## config.mk

```make
export PLATFORM = sky130hd
export DESIGN_NAME = page_write_engine
export DESIGN_NICKNAME = d
export VERILOG_FILES = /design/src/rtl/pwb_pkg.sv /design/src/rtl/pwb_buffer.sv /design/src/rtl/pwb_timer.sv /design/src/rtl/pwb_seq.sv /design/src/rtl/page_write_engine.sv
export SDC_FILE = /design/constraint.sdc
export NUM_CORES = 1
export LEC_CHECK = 0
export ABC_CLOCK_PERIOD_IN_PS = 4080
export BUFFER_PORTS_ARGS = -buffer_cell sky130_fd_sc_hd__buf_2
export CAP_MARGIN = 5
export CORE_UTILIZATION = 25
export CTS_CLUSTER_DIAMETER = 50
export DETAILED_ROUTE_END_ITERATION = 8
export PLACE_DENSITY = 0.42
export SYNTH_ARGS = -nofsm -noshare
export SYNTH_HDL_FRONTEND = slang
export SYNTH_HIERARCHICAL = 1
export SYNTH_SLANG_ARGS = --single-unit
```

## constraint.sdc

```tcl
create_clock -name clk -period 4.08 [get_ports clk]
set_input_delay 0 -clock clk [delete_from_list [all_inputs] [get_ports clk]]
set_output_delay 0 -clock clk [all_outputs]
set_load 0.01 [all_outputs]
```

## src/rtl/pwb_pkg.sv

```systemverilog
package pwb_pkg;
  typedef enum logic [1:0] {
    ST_IDLE    = 2'd0,
    ST_COLLECT = 2'd1,
    ST_COMMIT  = 2'd2,
    ST_WAIT    = 2'd3
  } pwb_state_e;
endpackage

```

## src/rtl/pwb_buffer.sv

```systemverilog
// Row-sized byte store with per-column mark bits and a wrapping column pointer.
module pwb_buffer #(
  parameter int COL_BITS = 4,
  parameter int DATA_W   = 8
) (
  input  logic                clk,
  input  logic                rst,
  input  logic                load,
  input  logic [COL_BITS-1:0] load_col,
  input  logic                clear,
  input  logic                push,
  input  logic [DATA_W-1:0]   push_data,
  input  logic                push_keep,
  input  logic                rd_en,
  input  logic [COL_BITS-1:0] rd_col,
  output logic [DATA_W-1:0]   rd_data,
  output logic                rd_hit,
  output logic                any_marked
);
  localparam int COLS = 1 << COL_BITS;

  logic [DATA_W-1:0]   store [COLS];
  logic [COLS-1:0]     marked;
  logic [COL_BITS-1:0] ptr;
  logic                store_we;

  assign store_we   = push && push_keep;
  assign any_marked = |marked;

  // plain dual-port memory, no reset, for RAM inference
  always_ff @(posedge clk) begin
    if (store_we) store[ptr] <= push_data;
    rd_data <= store[rd_col];
  end

  always_ff @(posedge clk) begin
    if (rst) begin
      ptr    <= '0;
      marked <= '0;
      rd_hit <= 1'b0;
    end else begin
      rd_hit <= rd_en && marked[rd_col];
      if (load) begin
        ptr    <= load_col;
        marked <= '0;
      end else if (clear) begin
        marked <= '0;
      end else if (push) begin
        ptr <= ptr + 1'b1;               // wraps inside the row
        if (push_keep) marked[ptr] <= 1'b1;
      end
    end
  end
endmodule

```

## src/rtl/pwb_timer.sv

```systemverilog
// Self-timed programming interval, counted in clock cycles.
module pwb_timer #(
  parameter int CYCLES = 1000
) (
  input  logic clk,
  input  logic rst,
  input  logic start,
  output logic done
);
  localparam int CW = (CYCLES < 2) ? 1 : $clog2(CYCLES);
  localparam logic [CW-1:0] LAST = CW'(CYCLES - 1);

  logic [CW-1:0] cnt;
  logic          running;

  assign done = running && (cnt == LAST);

  always_ff @(posedge clk) begin
    if (rst) begin
      cnt     <= '0;
      running <= 1'b0;
    end else if (start) begin
      cnt     <= '0;
      running <= 1'b1;
    end else if (running) begin
      if (cnt == LAST) running <= 1'b0;
      else             cnt     <= cnt + 1'b1;
    end
  end
endmodule

```

## src/rtl/pwb_seq.sv

```systemverilog
// Command sequencer: collect, commit scan, timed wait.
module pwb_seq
  import pwb_pkg::*;
#(
  parameter int ROW_BITS = 5,
  parameter int COL_BITS = 4
) (
  input  logic                clk,
  input  logic                rst,
  input  logic                wr_begin,
  input  logic [ROW_BITS-1:0] wr_row,
  input  logic                push,
  input  logic                stop_ok,
  input  logic                abort,
  input  logic                any_marked,
  input  logic                tmr_done,
  output logic                buf_load,
  output logic                buf_clear,
  output logic                buf_push,
  output logic                scan_en,
  output logic [COL_BITS-1:0] scan_col,
  output logic [ROW_BITS-1:0] row,
  output logic                tmr_start,
  output logic                busy
);
  localparam logic [COL_BITS-1:0] LAST_COL = '1;

  pwb_state_e state, state_nx;

  always_comb begin
    state_nx  = state;
    buf_load  = 1'b0;
    buf_clear = 1'b0;
    buf_push  = 1'b0;
    tmr_start = 1'b0;
    unique case (state)
      ST_IDLE: begin
        if (wr_begin) begin
          buf_load = 1'b1;
          state_nx = ST_COLLECT;
        end
      end
      ST_COLLECT: begin
        if (abort) begin
          buf_clear = 1'b1;
          state_nx  = ST_IDLE;
        end else if (wr_begin) begin
          buf_load = 1'b1;
        end else if (stop_ok) begin
          if (any_marked) state_nx = ST_COMMIT;
          else            state_nx = ST_IDLE;
        end else if (push) begin
          buf_push = 1'b1;
        end
      end
      ST_COMMIT: begin
        if (scan_col == LAST_COL) begin
          tmr_start = 1'b1;
          state_nx  = ST_WAIT;
        end
      end
      ST_WAIT: begin
        if (tmr_done) state_nx = ST_IDLE;
      end
      default: state_nx = ST_IDLE;
    endcase
  end

  assign scan_en = (state == ST_COMMIT);

  always_ff @(posedge clk) begin
    if (rst) begin
      state    <= ST_IDLE;
      scan_col <= '0;
      row      <= '0;
      busy     <= 1'b0;
    end else begin
      state <= state_nx;
      busy  <= (state_nx == ST_COMMIT) || (state_nx == ST_WAIT);
      if (buf_load) row <= wr_row;
      if (state == ST_COMMIT) scan_col <= scan_col + 1'b1;
      else                    scan_col <= '0;
    end
  end
endmodule

```

## src/rtl/page_write_engine.sv

```systemverilog
module page_write_engine #(
  parameter int ROW_BITS     = 5,
  parameter int COL_BITS     = 4,
  parameter int DATA_W       = 8,
  parameter int WRITE_CYCLES = 1000000
) (
  input  logic                         clk,
  input  logic                         rst,
  input  logic                         wr_begin,
  input  logic [ROW_BITS-1:0]          wr_row,
  input  logic [COL_BITS-1:0]          wr_col,
  input  logic                         push,
  input  logic [DATA_W-1:0]            push_data,
  input  logic                         push_keep,
  input  logic                         stop_ok,
  input  logic                         abort,
  output logic                         busy,
  output logic                         arr_we,
  output logic [ROW_BITS+COL_BITS-1:0] arr_addr,
  output logic [DATA_W-1:0]            arr_wdata
);
  localparam int ADDR_W = ROW_BITS + COL_BITS;

  logic                buf_load, buf_clear, buf_push;
  logic                scan_en, rd_hit, any_marked;
  logic                tmr_start, tmr_done;
  logic [COL_BITS-1:0] scan_col, scan_col_d;
  logic [ROW_BITS-1:0] row;
  logic [DATA_W-1:0]   rd_data;

  pwb_seq #(.ROW_BITS(ROW_BITS), .COL_BITS(COL_BITS)) u_seq (
    .clk(clk), .rst(rst), .wr_begin(wr_begin), .wr_row(wr_row),
    .push(push), .stop_ok(stop_ok), .abort(abort),
    .any_marked(any_marked), .tmr_done(tmr_done),
    .buf_load(buf_load), .buf_clear(buf_clear), .buf_push(buf_push),
    .scan_en(scan_en), .scan_col(scan_col), .row(row),
    .tmr_start(tmr_start), .busy(busy)
  );

  pwb_buffer #(.COL_BITS(COL_BITS), .DATA_W(DATA_W)) u_buf (
    .clk(clk), .rst(rst), .load(buf_load), .load_col(wr_col),
    .clear(buf_clear), .push(buf_push), .push_data(push_data),
    .push_keep(push_keep), .rd_en(scan_en), .rd_col(scan_col),
    .rd_data(rd_data), .rd_hit(rd_hit), .any_marked(any_marked)
  );

  pwb_timer #(.CYCLES(WRITE_CYCLES)) u_tmr (
    .clk(clk), .rst(rst), .start(tmr_start), .done(tmr_done)
  );

  // registered array write port, two cycles behind the scan
  always_ff @(posedge clk) begin
    if (rst) begin
      scan_col_d <= '0;
      arr_we     <= 1'b0;
      arr_addr   <= '0;
      arr_wdata  <= '0;
    end else begin
      scan_col_d <= scan_col;
      arr_we     <= rd_hit;
      arr_addr   <= ADDR_W'({row, scan_col_d});
      arr_wdata  <= rd_data;
    end
  end
endmodule

```

-- Yosys cells after proc, flatten, opt, wreduce, memory -nomap -nowiden
Memories as Yosys holds them, arrays and structs flattened. A register that Yosys moved wholly into a read port is not among the register bits.
Index checks and enable logic that the tools add are counted.
- word-level logic and storage cells: 77
- memory bits (writable): 128
- memories kept: 1
- register bits: 76
- output and inout bits: 19
- bits of input ports: 24
- memories (memory ; words ; bits a word ; read ports ; clocked after Yosys merged registers in ; wr ports ; line ; text):
    u_buf.store ; 16 ; 8 ; 1 ; 1 ; 1 ; pwb_buffer.sv:22 ; logic [DATA_W-1:0] store [COLS];
- equal/unequal tests: 8
- add/subtract/negate cells: 3
- reduce and logical (&&, ||, !) cells: 14
- magnitude comparators: 3
- multiplexer cells: 32
- bitwise logic cells: 3
- operators with widths (cell ; count):
    $add 20x1->20 const B ; 1
    $eq 20x20->1 const B ; 1
    $mux 1 ; 18
    $or 16x16->16 ; 1
    $reduce_or 16->1 ; 1
    $mux 2 ; 7
    $mux 4 ; 3
    $lt 4x5->1 const B ; 2
    $add 4x1->4 const B ; 2
    $eq 2x2->1 const B ; 4
    $pmux 2 s4 ; 1
    $reduce_and 2->1 ; 3
    $bmux 1 s4 ; 1
    $demux 1 s4 ; 1
    $eq 4x4->1 const B ; 1
    $ge 4x1->1 const B ; 1
    $logic_and 1x1->1 ; 4
    $reduce_or 2->1 ; 2
    $reduce_or 3->1 ; 1
    $eq 2x1->1 const B ; 1
    $logic_not 2->1 ; 1
    $ne 2x2->1 const B ; 1
    $not 1->1 ; 2
    $pmux 1 s2 ; 1
    2 further kinds ; 2

-- Logic depth before layout (Yosys ltp)
Gate-level depths: netlist (run 1).
- word-level depth: 8
- gate-level depth with buffers: 8

-- Modules after synthesis
Netlist (run 1), hierarchy kept.
- by module, submodules not included (module ; cells an instance ; area each (um^2) ; instances):
    pwb_buffer ; 317 ; 6103.4 ; 1
    pwb_timer ; 136 ; 1109.8 ; 1
    page_write_engine ; 46 ; 640.6 ; 1
    pwb_seq ; 60 ; 491.7 ; 1

-- Worst setup path after synthesis (run 1)
OpenSTA, ideal clock, no wires.
- path kind: register to register
- start: register, netlist name u_seq/busy
- end: memory u_buf.store[0][0] (enable)
- slack: 1.456 ns
- data arrival time: 2.238 ns
- period minus slack after synthesis: 2.624 ns
- path buffers: 0
- cell stages (with the launch flop): 5
- cells stage by stage: dfxtp_1 or4b_1 nor3b_1 nand3_1 nor3_1
- RTL lines (what ; line):
    to (decl) ; pwb_buffer.sv:22

-- Worst setup path in the final report (run 1)
- start: register u_seq.state[0]
- end: memory u_buf.store[11][3] (enable)
- word-level cells in the longest chain between the ends: 5
- ends and longest elaborated chain (what ; line ; text):
    from (decl) ; pwb_seq.sv:28 ; pwb_state_e state, state_nx;
    from (signal assigned) ; pwb_seq.sv:78 ; state <= state_nx;
    $eq 2x1->1 ; pwb_seq.sv:36 ; unique case (state)
    $mux 1 ; pwb_seq.sv:36 ;
    named net buf_push ; page_write_engine.sv:24 ; logic buf_load, buf_clear, buf_push;
    $logic_and 1x1->1 ; pwb_buffer.sv:27 ; assign store_we = push && push_keep;
    $mux 1 ; pwb_buffer.sv:32 ; if (store_we) store[ptr] <= push_data;
    $mux 1 (not written as such) ; pwb_buffer.sv:32 ;
The timed path passes the listed nets, and every way through them passes these cells.

==> metrics.txt, run 1 <==
post-route ant nets=0; Synth Instances=559; Placement Setup Slack=0.978 ns; site row count=66; most frequent cell after synthesis=edfxtp_1; number of max-cap violations=0; clock latency on the worst-skew pair=0.53 ns; Unique masters post-synth=59; Pins Over Slew Limit=0; worst-path fanout max=10; Final setup viols=0; CTS tree=done; I/O pins=43; Leak=3.38 nW; Avg WL per Cell=17.4 um; CTS Root Cell=clkbuf_16; DP HPWL=12.7 mm; first-pass GRT wire length=29.6 mm; Final GP Congestion=0.754; FF-to-FF Start=u_seq/state[0]$_SDFF_PP0_; count of final hold-check violations=0; Yosys reg bits=211; Die H=185 um; CP startpoint kind=flop; FFs w/ async S/R, synth=0%; Slew HR=41.8%; number of DRC markers in iteration 0=390; sequential area share after synthesis=66.0%; Hold Crit Start=rst; Worst Hold Class=in -> reg; Synth Cell Area=0.00835 mm2; detailed-route via count=4,863; R2R setup slack=0.99 ns; R2R Path End=u_buf/store[11][3]$_DFFE_PP_; RSZ-0062 raised after global routing=false; number of synthesized flops with an enable pin=128; crit path cell chain=or4b_1 -> nor3b_1 -> nand3_1 -> nor2_1; Data required, critical path=4.22 ns; Commonest cells post-synth=128 x edfxtp_1, 83 x dfxtp_1, 30 x nor2_1; critical path class=reg -> reg; placed inst area=0.00897 mm2; detail-routed via count per cell=4.41; GR Util All Layers=11.6%; DR pass1 iterations=4; Die Footprint=0.0341 mm2; ranking of synthesized cells by area=edfxtp_1 46%, dfxtp_1 20%, mux4_1 6.3%; Setup crit start=u_seq/state[0]$_SDFF_PP0_; Min-Delay Path Depth=2; warnings from Yosys=6; Core ar.=0.0327 mm2; worst setup margin=0.992 ns; fillers=3,296; clock transition at the registers of the reported paths=0.06 ns; syn_nets=589; R2R cell count=4; CTS Buf Count=27; Die Wd=185 um; pin count of the biggest net entering global routing=41; Setup TNS=0 ns; CP Capture Type=flop; total grt overflow=0; slew at the pin closest to its max-slew limit=0.873 ns; clk sinks=211; largest area contributor in the netlist=edfxtp_1; Top FF cell, synth=edfxtp_1; DRC Markers=0; H-tree levels=1; number of setup buffers added after CTS=0; Hold EP=u_buf/ptr[2]$_SDFFE_PP0P_; starting density of the core=25.5%; Worst VDD drop=0.250 mV; final cycle utilization of the critical path=75.7%; Max Freq=324 MHz; port buffer count=42; Synth-to-Final Area Change=21.8%; syn avg cell area=14.9 um2; Slowest-stage cell, CP=nor2_1; slowest cell delay on critical path=0.71 ns; fin nets=669; pwr/cell area=466 mW/mm2; # diodes=0; final WL=19.2 mm; Worst Clk Skew=0.0180 ns; Yosys top cell area share=46.1%; status=finished clean; Final Critical Period=3.09 ns; fin area=0.0102 mm2; CTS resizes=0; initial antenna violation count=0; vias in the first global route=4,999; CTS Buffer Depth=3; share of post-route cells with drive strength above 1=20.2%; Worst Path Arrival=3.23 ns
critical path, delay by kind of cell (launching register included):
family        cells  cell delay [ns]
flops             1             0.46
simple gates      4             2.24
power by group:
| group | internal [mW] | switching, mW | leakage (nW) |
|---|---|---|---|
| clock network | 1.42 | 0.926 | 0.444 |
| registers | 2.27 | 0.00941 | 1.83 |
| logic | 0.0459 | 0.0692 | 1.11 |
| total | 3.74 | 1.00 | 3.38 |
layer usage:
metal / wire [um] / global-route usage [%] / up-vias
li1: - / - / 2320
met1: 8670 / 15.0 / 2419
met2: 9420 / 19.6 / 93
met3: 664 / 1.72 / 31
met4: 458 / 4.20 / 0
met5: 0 / 0 / -
area by class of cell:
type | count | area [um2] | area share [%]
multi-input cells | 308 | 2600 | 25.5
well taps | 442 | 553 | 5.44
flip-flops and latches | 211 | 5510 | 54.2
clock inverters | 16 | 178 | 1.75
clock buffers | 34 | 732 | 7.20
inverters | 13 | 48.8 | 0.480
repair buffers | 78 | 553 | 5.44
through the flow:
step / cells / utilization (%) / power (mW) / hold WS (ns)
2_1_floorplan: 559 / - / 2.36 / 0.0716
4_1_cts: 1102 / 31.1 / 4.82 / 0.0941
3_5_place_dp: 1023 / 27.4 / 2.42 / 0.254
6_report: 1102 / 31.1 / 4.74 / 0.0746
5_1_grt: 1102 / 31.1 / 4.92 / 0.107
3_3_place_gp: 1023 / 27.4 / 2.42 / 0.254
timing repair:
| item | CTS | global route |
|---|---|---|
| endpoints found under the hold margin | 139 | 0 |
| endpoints found under the setup margin | 0 | 0 |
| hold buffers | 29 | 0 |
kinds of logic after synthesis:
family                     count (synthesis)  synth area share [%]
AOI/OAI and AO/OA                         76                  6.31
xor gates and xnor gates                  13                  1.36
adders and majority gates                  6                 0.900
buffers and inverters                     40                  2.91
DFF                                      211                  66.0
muxes                                     39                  10.7
and+or+nand+nor                          174                  11.9
state kept, by name, summed over array words and instances (netlist names):
register / cells
u_buf/ptr: 4
arr_wdata: 8
u_buf/marked: 16
u_tmr/cnt: 20
arr_addr: 9
u_buf/rd_hit: 1
scan_col_d: 4
arr_we: 1
u_seq/row: 5
u_seq/state: 1
u_buf/rd_data: 8
u_seq/busy: 1
u_buf/store: 128
u_tmr/running: 1
u_seq/scan_col: 4
worst max-delay path by stage:
stage                                        end  slack, ns
global placement     u_buf/store[9][1]$_DFFE_PP_       1.07
detailed placement  u_buf/store[11][2]$_DFFE_PP_       0.98
finish              u_buf/store[11][3]$_DFFE_PP_       0.99
global route         u_buf/store[8][0]$_DFFE_PP_       0.82
floorplan            u_buf/store[0][0]$_DFFE_PP_       1.46
CTS                 u_buf/store[11][3]$_DFFE_PP_       0.95
cells in the final DEF, fill, tap and decap left out, drive strengths merged, types with 5 or more instances in the layout:
| master | Yosys | final |
|---|---|---|
| a21oi | 14 | 14 |
| a22oi | 16 | 16 |
| buf | 16 | 49 |
| clkbuf | 9 | 34 |
| clkinv | 0 | 6 |
| dfxtp | 83 | 83 |
| dlygate4sd3 | 0 | 29 |
| edfxtp | 128 | 128 |
| ha | 6 | 6 |
| inv | 13 | 20 |
| mux4 | 34 | 34 |
| nand2 | 28 | 28 |
| nand2b | 6 | 6 |
| nand3 | 20 | 20 |
| nand4 | 6 | 6 |
| nor2 | 30 | 30 |
| nor2b | 28 | 28 |
| nor3 | 12 | 12 |
| nor4 | 6 | 6 |
| o21a | 17 | 17 |
| o21ai | 10 | 10 |
| o31ai | 5 | 5 |
| or3 | 5 | 5 |
| or4 | 10 | 10 |
| xnor2 | 12 | 12 |
(Power assumes the default switching activity.)
==> inputs of run 2 (changes only) <==
ABC_CLOCK_PERIOD_IN_PS = 2540   (was 4080)
PLACE_DENSITY = 0.44   (was 0.42)
clock period = 2.54 ns   (was 4.08 ns; I/O delays follow)
==> run 2 against run 1 <==
  * Non-clock buffer count grew 25
  * Power up 59%
  * Via count increased by 2.9%
  * Clock-buffer cell count decreased by 1
  * Highest routed layer unchanged
  * Utilization rose by 0.63 points
  * Hold slack worse by 0.011 ns
==> metrics.txt, run 2 (synthesis results as in run 1) <==
Core ar.=0.0327 mm2 (unchanged); # diodes=0 (unchanged); status=finished clean; CTS Buf Count=28 (+3.7%); share of post-route cells with drive strength above 1=23.1% (+3.0 points); Final GP Congestion=0.800 (+6.2%); CP startpoint kind=flop; number of setup buffers added after CTS=0 (unchanged); Pins Over Slew Limit=0 (unchanged); Setup TNS=0 ns (unchanged); CTS Root Cell=clkbuf_16; most frequent cells in the layout=128 x edfxtp_1, 82 x dfxtp_1, 42 x buf_2; Worst Path Arrival=2.62 ns (-0.61 ns); H-tree levels=1 (unchanged); fin util=31.7% (+0.63 points); Min-Delay Path Depth=4 (+2); Hold Crit Start=push_keep; Final setup viols=0 (unchanged); Hold EP=u_buf/marked[13]$_SDFFE_PP0P_; R2R Path End=u_seq/row[2]$_SDFFE_PP0P_; Die Wd=185 um (unchanged); Data required, critical path=3.00 ns (-1.22 ns); clock latency on the worst-skew pair=0.52 ns (about the same); sw frac=21.7% (+0.51 points); DP HPWL=12.2 mm (-4.4%); detailed-route via count=5,004 (+2.9%); fillers=3,260 (-1.1%); CTS tree=done; number of DRC markers in iteration 0=311 (-20%); Die H=185 um (unchanged); flip-flop count of the largest register after layout=128 (unchanged); pin count of the biggest net entering global routing=43 (+4.9%); starting density of the core=25.5% (unchanged); Top Registers=u_buf/store (128), u_tmr/cnt (20), u_buf/marked (16); worst-path fanout max=6 (-4); worst setup margin=0.378 ns (-0.614 ns); Worst Clk Skew=0.0150 ns (-0.00300 ns); clk sinks=211 (unchanged); I/O pins=43 (unchanged); slew at the pin closest to its max-slew limit=0.621 ns (-0.252 ns); Max Freq=463 MHz (+43%); site row count=66 (unchanged); post-route total power=7.53 mW (+59%); final WL=18.4 mm (-4.3%); Placement Setup Slack=0.368 ns (-0.610 ns); DR pass1 iterations=4 (unchanged); fin nets=695 (+3.9%); Layout Cells excl Fill=1,129 (+2.5%); initial antenna violation count=0 (unchanged); port buffer count=42 (unchanged); vias in the first global route=5,258 (+5.2%); Comb pwr share=2.5% (about the same); final cycle utilization of the critical path=85.1% (+9.4 points); DRC Markers=0 (unchanged); internal power=5.89 mW (+58%); Final Critical Period=2.16 ns (-0.926 ns); part of the power in registers=48.6% (+0.6 points); pwr/cell area=726 mW/mm2 (+56%); most common cell after layout, fill and taps aside=edfxtp_1; Top reg by flops=u_buf/store; Leak=3.52 nW (+4.2%); R2R cell count=6 (+2); placed inst area=0.00917 mm2 (+2.3%); total grt overflow=0 (unchanged); Worst Hold Class=in -> reg; R2R setup slack=0.38 ns (-0.61 ns); fin area=0.0104 mm2 (+2.0%); RSZ-0062 raised after global routing=false; FF-to-FF Start=u_seq/busy$_SDFF_PP0_; clock transition at the registers of the reported paths=0.06 ns (about the same); post-route ant nets=0 (unchanged); GR Util All Layers=11.2% (-0.38 points); Clk pwr share=49.0% (-0.5 points); detail-routed via count per cell=4.43 (+0.44%); CTS Buffer Depth=3 (unchanged); Slew HR=58.5% (+17 points); Post-Place Cells=1,046 (+2.2%); Die Footprint=0.0341 mm2 (unchanged); number of max-cap violations=0 (unchanged); final hold slack=0.0633 ns (-0.0114 ns); count of final hold-check violations=0 (unchanged); critical path class=reg -> reg; CP Capture Type=flop; Sw Pwr=1.63 mW (+63%); Synth-to-Final Area Change=24.3%; Avg WL per Cell=16.3 um (-6.6%); first-pass GRT wire length=29.4 mm (-0.75%); Worst VDD drop=0.479 mV (+91%)
## run 2: area by class of cell
cell class,instances,area [um2],share of cell area [%]
Sequential cell,211,5510,53.1
Multi-Input combinational cell,308,2620,25.2
Clock buffer,33,761,7.33
Timing Repair Buffer,103,758,7.31
Tap cell,442,553,5.33
Clock inverter,19,130,1.25
Inverter,13,48.8,0.470
## run 2: critical path, cell delays in order, from the launching register on
cell           delay [ns]
dfxtp_1              0.31
buf_4                0.14
nor2b_1              0.28
nand3_1              0.11
dlygate4sd3_1        0.58
a21oi_1              0.13
dlygate4sd3_1        0.56
## run 2: worst max path at each step
stage | from | end | slack [ns]
2_1_floorplan | u_seq/busy$_SDFF_PP0_ | u_buf/store[12][0]$_DFFE_PP_ | 0.14
3_5_place_dp | u_tmr/cnt[2]$_SDFFE_PP0P_ | u_tmr/cnt[17]$_SDFFE_PP0P_ | 0.37
4_1_cts | u_tmr/cnt[2]$_SDFFE_PP0P_ | u_tmr/cnt[17]$_SDFFE_PP0P_ | 0.34
3_3_place_gp | u_seq/busy$_SDFF_PP0_ | u_buf/store[11][0]$_DFFE_PP_ | 0.44
5_1_grt | u_seq/busy$_SDFF_PP0_ | u_seq/row[2]$_SDFFE_PP0P_ | 0.23
6_report | u_seq/busy$_SDFF_PP0_ | u_seq/row[2]$_SDFFE_PP0P_ | 0.38
## run 2: per-layer routing
metal | routed length, um | global-route usage [%]
met3 | 633 | 1.90
met4 | 356 | 2.88
met5 | 0 | 0
met1 | 8190 | 14.0
met2 | 9210 | 19.9
## run 2: what timing repair did
item,4_1_cts,5_1_grt
endpoints found under the hold margin,140,0
hold buffers,31,0
resized for setup,0,0
## run 2: power groups by stage
stage	sequential, mW	combinational (mW)	clock [mW]
after floorplan	3.73	0.0713	0
after detailed placement	3.73	0.150	0
after CTS	3.66	0.189	3.79
final	3.66	0.185	3.69
after global routing	3.66	0.209	3.95
after global placement	3.73	0.147	0
==> inputs of run 3 (changes only) <==
ABC_AREA = 1   (was default)
CTS_CLUSTER_DIAMETER = default   (was 50)
==> run 3 against run 2 <==
  * Sequential share of layout area fell by 1.5 points
  * Sequential power about the same
  * Clock skew up 0.0043 ns
  * Largest power group is now registers
  * Critical path depth is 2 higher
  * Synthesized cell count is 55% higher
  * Combinational power increased by 18%
  * Register-to-register slack worse by 0.12 ns
==> metrics.txt, run 3 <==
simple-gate area share of the yosys netlist=18.4% (+6.6 points); CTS Root Cell=clkbuf_16; number of max-cap violations=0 (unchanged); Post-Synth XOR/XNOR Area=0.302% (-1.1 points); most common cell after layout, fill and taps aside=nor2_1; share of post-route cells with drive strength above 1=16.5% (-6.7 points); Yosys reg bits=211 (unchanged); critical path class=reg -> reg; Die Footprint=0.0356 mm2 (+4.3%); Critical Path Most Common Cell=dlygate4sd3_1; largest area contributor in the netlist=edfxtp_1; CTS Buf Count=25 (-11%); post-synthesis adder-cell area fraction=0.862% (-0.038 points); Critical path buffers and inverters=5 (+2); Critical Path Stages=8 (+2); post-route ant nets=0 (unchanged); Die H=189 um (+2.1%); I/O pins=43 (unchanged); total grt overflow=0 (unchanged); clk sinks=211 (unchanged); highest metal used=met4; worst-path fanout max=11 (+5); CP Capture Type=flop; met2 routed WL=11.3 mm (+22%); DR pass1 iterations=4 (unchanged); syn_nets=898 (+52%); Slowest-stage cell, CP=dlygate4sd3_1; Worst VDD drop=0.465 mV (-2.8%); Final setup viols=0 (unchanged); R2R setup slack=0.26 ns (-0.12 ns); final WL=21.7 mm (+18%); Commonest cells post-synth=187 x nor2_1, 128 x edfxtp_1, 99 x nand2_1; clock latency on the worst-skew pair=0.54 ns (+0.02 ns); initial antenna violation count=0 (unchanged); pwr/cell area=701 mW/mm2 (-3.4%); Worst Path Arrival=2.69 ns (+0.07 ns); starting density of the core=25.7% (+0.20 points); Pins Over Slew Limit=0 (unchanged); Top Registers=u_buf/store (128), u_tmr/cnt (20), u_buf/marked (16); first-pass GRT wire length=34.0 mm (+16%); syn avg cell area=10.0 um2 (-33%); Data required, critical path=2.95 ns (-0.05 ns); number of DRC markers in iteration 0=366 (+18%); Avg WL per Cell=15.1 um (-7.0%); flip-flop count of the largest register after layout=128 (unchanged); Min-Delay Path Depth=5 (+1); GR Util All Layers=12.3% (+1.1 points); vias in the first global route=6,140 (+17%); met1 wire length=9.17 mm (+12%); Final GP Congestion=0.798 (-0.32%); port buffer count=42 (unchanged); site row count=67 (+1.5%); detail-routed via count per cell=4.27 (-3.7%); warnings from Yosys=6 (unchanged); DRC Markers=0 (unchanged); Worst Hold Class=in -> reg; fin area=0.0107 mm2 (+3.1%); Setup TNS=0 ns (unchanged); Slew HR=41.2% (-17 points); CTS tree=done; most frequent cells in the layout=186 x nor2_1, 128 x edfxtp_1, 99 x nand2_1; DP HPWL=14.2 mm (+17%); Synth-to-Final Area Change=22.8%; crit path cell chain=inv_2 -> nand3_4 -> inv_4 -> inv_1 -> o21ai_0 -> dlygate4sd3_1 -> a21oi_1 -> dlygate4sd3_1; count of final hold-check violations=0 (unchanged); slew at the pin closest to its max-slew limit=0.880 ns (+0.259 ns); complex-gate fraction of the synthesized area=10.3% (+4.0 points); Synth Cell Area=0.00871 mm2 (+4.4%); CTS Buffer Depth=3 (unchanged); RSZ-0062 raised after global routing=false; fin nets=994 (+43%); H-tree levels=1 (unchanged); status=finished clean; Final Critical Period=2.28 ns (+0.121 ns); # diodes=0 (unchanged); Max Freq=438 MHz (-5.3%); Core ar.=0.0339 mm2 (+3.6%); Top reg by flops=u_buf/store; Die Wd=189 um (+2.1%); CP startpoint kind=flop; pin count of the biggest net entering global routing=63 (+47%); Unique masters post-synth=38 (-36%); number of synthesized flops with an enable pin=128 (unchanged); most frequent cell after synthesis=nor2_1; slowest cell delay on critical path=0.57 ns (about the same); R2R cell count=8 (+2); Top FF cell, synth=edfxtp_1; Synth Instances=868 (+55%); sequential area share after synthesis=63.2% (-2.8 points); Worst Clk Skew=0.0193 ns (+0.00428 ns); ranking of synthesized cells by area=edfxtp_1 44%, dfxtp_1 19%, nor2_1 8.1%; delay-heaviest family, CP=buffers and inverters; clock transition at the registers of the reported paths=0.06 ns (about the same); FFs w/ async S/R, synth=0% (unchanged); detailed-route via count=6,106 (+22%); mux cell area share after synthesis=0% (-11 points); placed inst area=0.00947 mm2 (+3.2%); main combinational cell family by area after synthesis=simple AND/OR/NAND/NOR gates; number of setup buffers added after CTS=0 (unchanged); final cycle utilization of the critical path=89.9% (+4.8 points); Yosys top cell area share=44.1% (-1.9 points); Leak=3.91 nW (+11%); routed wl met3=765 um (+21%)
==> run 3: kinds of logic (layout without fill, tap and decap cells) <==
group | after synthesis | in the layout
flip-flops | 211 | 211
adder cells (fa/ha/maj) | 6 | 6
buffers and inverters | 128 | 243
XOR/XNOR | 3 | 3
AO/OA/AOI/OAI | 152 | 152
AND/OR/NAND/NOR | 368 | 368
==> run 3: through the flow <==
step	hold WS, ns	total power, mW	std cells	setup slack [ns]	util (%)
after floorplan	0.0691	3.81	868	0.647	-
after detailed placement	0.260	3.91	1350	0.562	28.0
after global placement	0.254	3.91	1350	0.546	28.0
final	0.283	7.50	1431	0.257	31.6
after global routing	0.315	7.76	1431	0.0433	31.6
after CTS	0.249	7.61	1431	0.133	31.5
==> run 3: worst reg2reg max path: stages (launching register included) <==
cell           delay (ns)
dfxtp_1              0.38
inv_2                0.12
nand3_4              0.13
inv_4                0.15
inv_1                0.10
o21ai_0              0.13
dlygate4sd3_1        0.57
a21oi_1              0.04
dlygate4sd3_1        0.55
==> run 3: report_power, final <==
| group | total, mW | internal [mW] | switching [mW] | leakage [nW] |
|---|---|---|---|---|
| registers | 3.66 | 3.64 | 0.0144 | 1.83 |
| logic | 0.218 | 0.0841 | 0.134 | 1.65 |
| clock network | 3.62 | 2.20 | 1.42 | 0.434 |
| total | 7.50 | 5.93 | 1.56 | 3.91 |
==> run 3: routing by layer <==
metal / GRT usage, % / vias up
li1: - / 3096
met1: 14.5 / 2887
met2: 22.6 / 96
met3: 1.97 / 27
met4: 3.82 / 0
met5: 0 / -
==> run 3: what timing repair did <==
item	in CTS	in global routing
resized for setup	0	3
endpoints found under the hold margin	142	0
endpoints found under the setup margin	0	1
hold buffers	35	0
==> run 3: area by class of cell <==
type                            instances  area [um2]
Fill cell                            3548       23200
Sequential cell                       211        5510
Multi-Input combinational cell        529        2610
Timing Repair Buffer                  102         786
Clock buffer                           35         764
Tap cell                              448         561
Inverter                               95         359
Clock inverter                         11        96.3
==> run 3: final timing paths <==
check                          start                        end
max            u_seq/busy$_SDFF_PP0_  u_buf/ptr[2]$_SDFFE_PP0P_
min                             push  u_buf/ptr[1]$_SDFFE_PP0P_
max reg2reg    u_seq/busy$_SDFF_PP0_  u_buf/ptr[2]$_SDFFE_PP0P_
min reg2reg  u_buf/rd_hit$_SDFF_PP0_          arr_we$_SDFF_PP0_
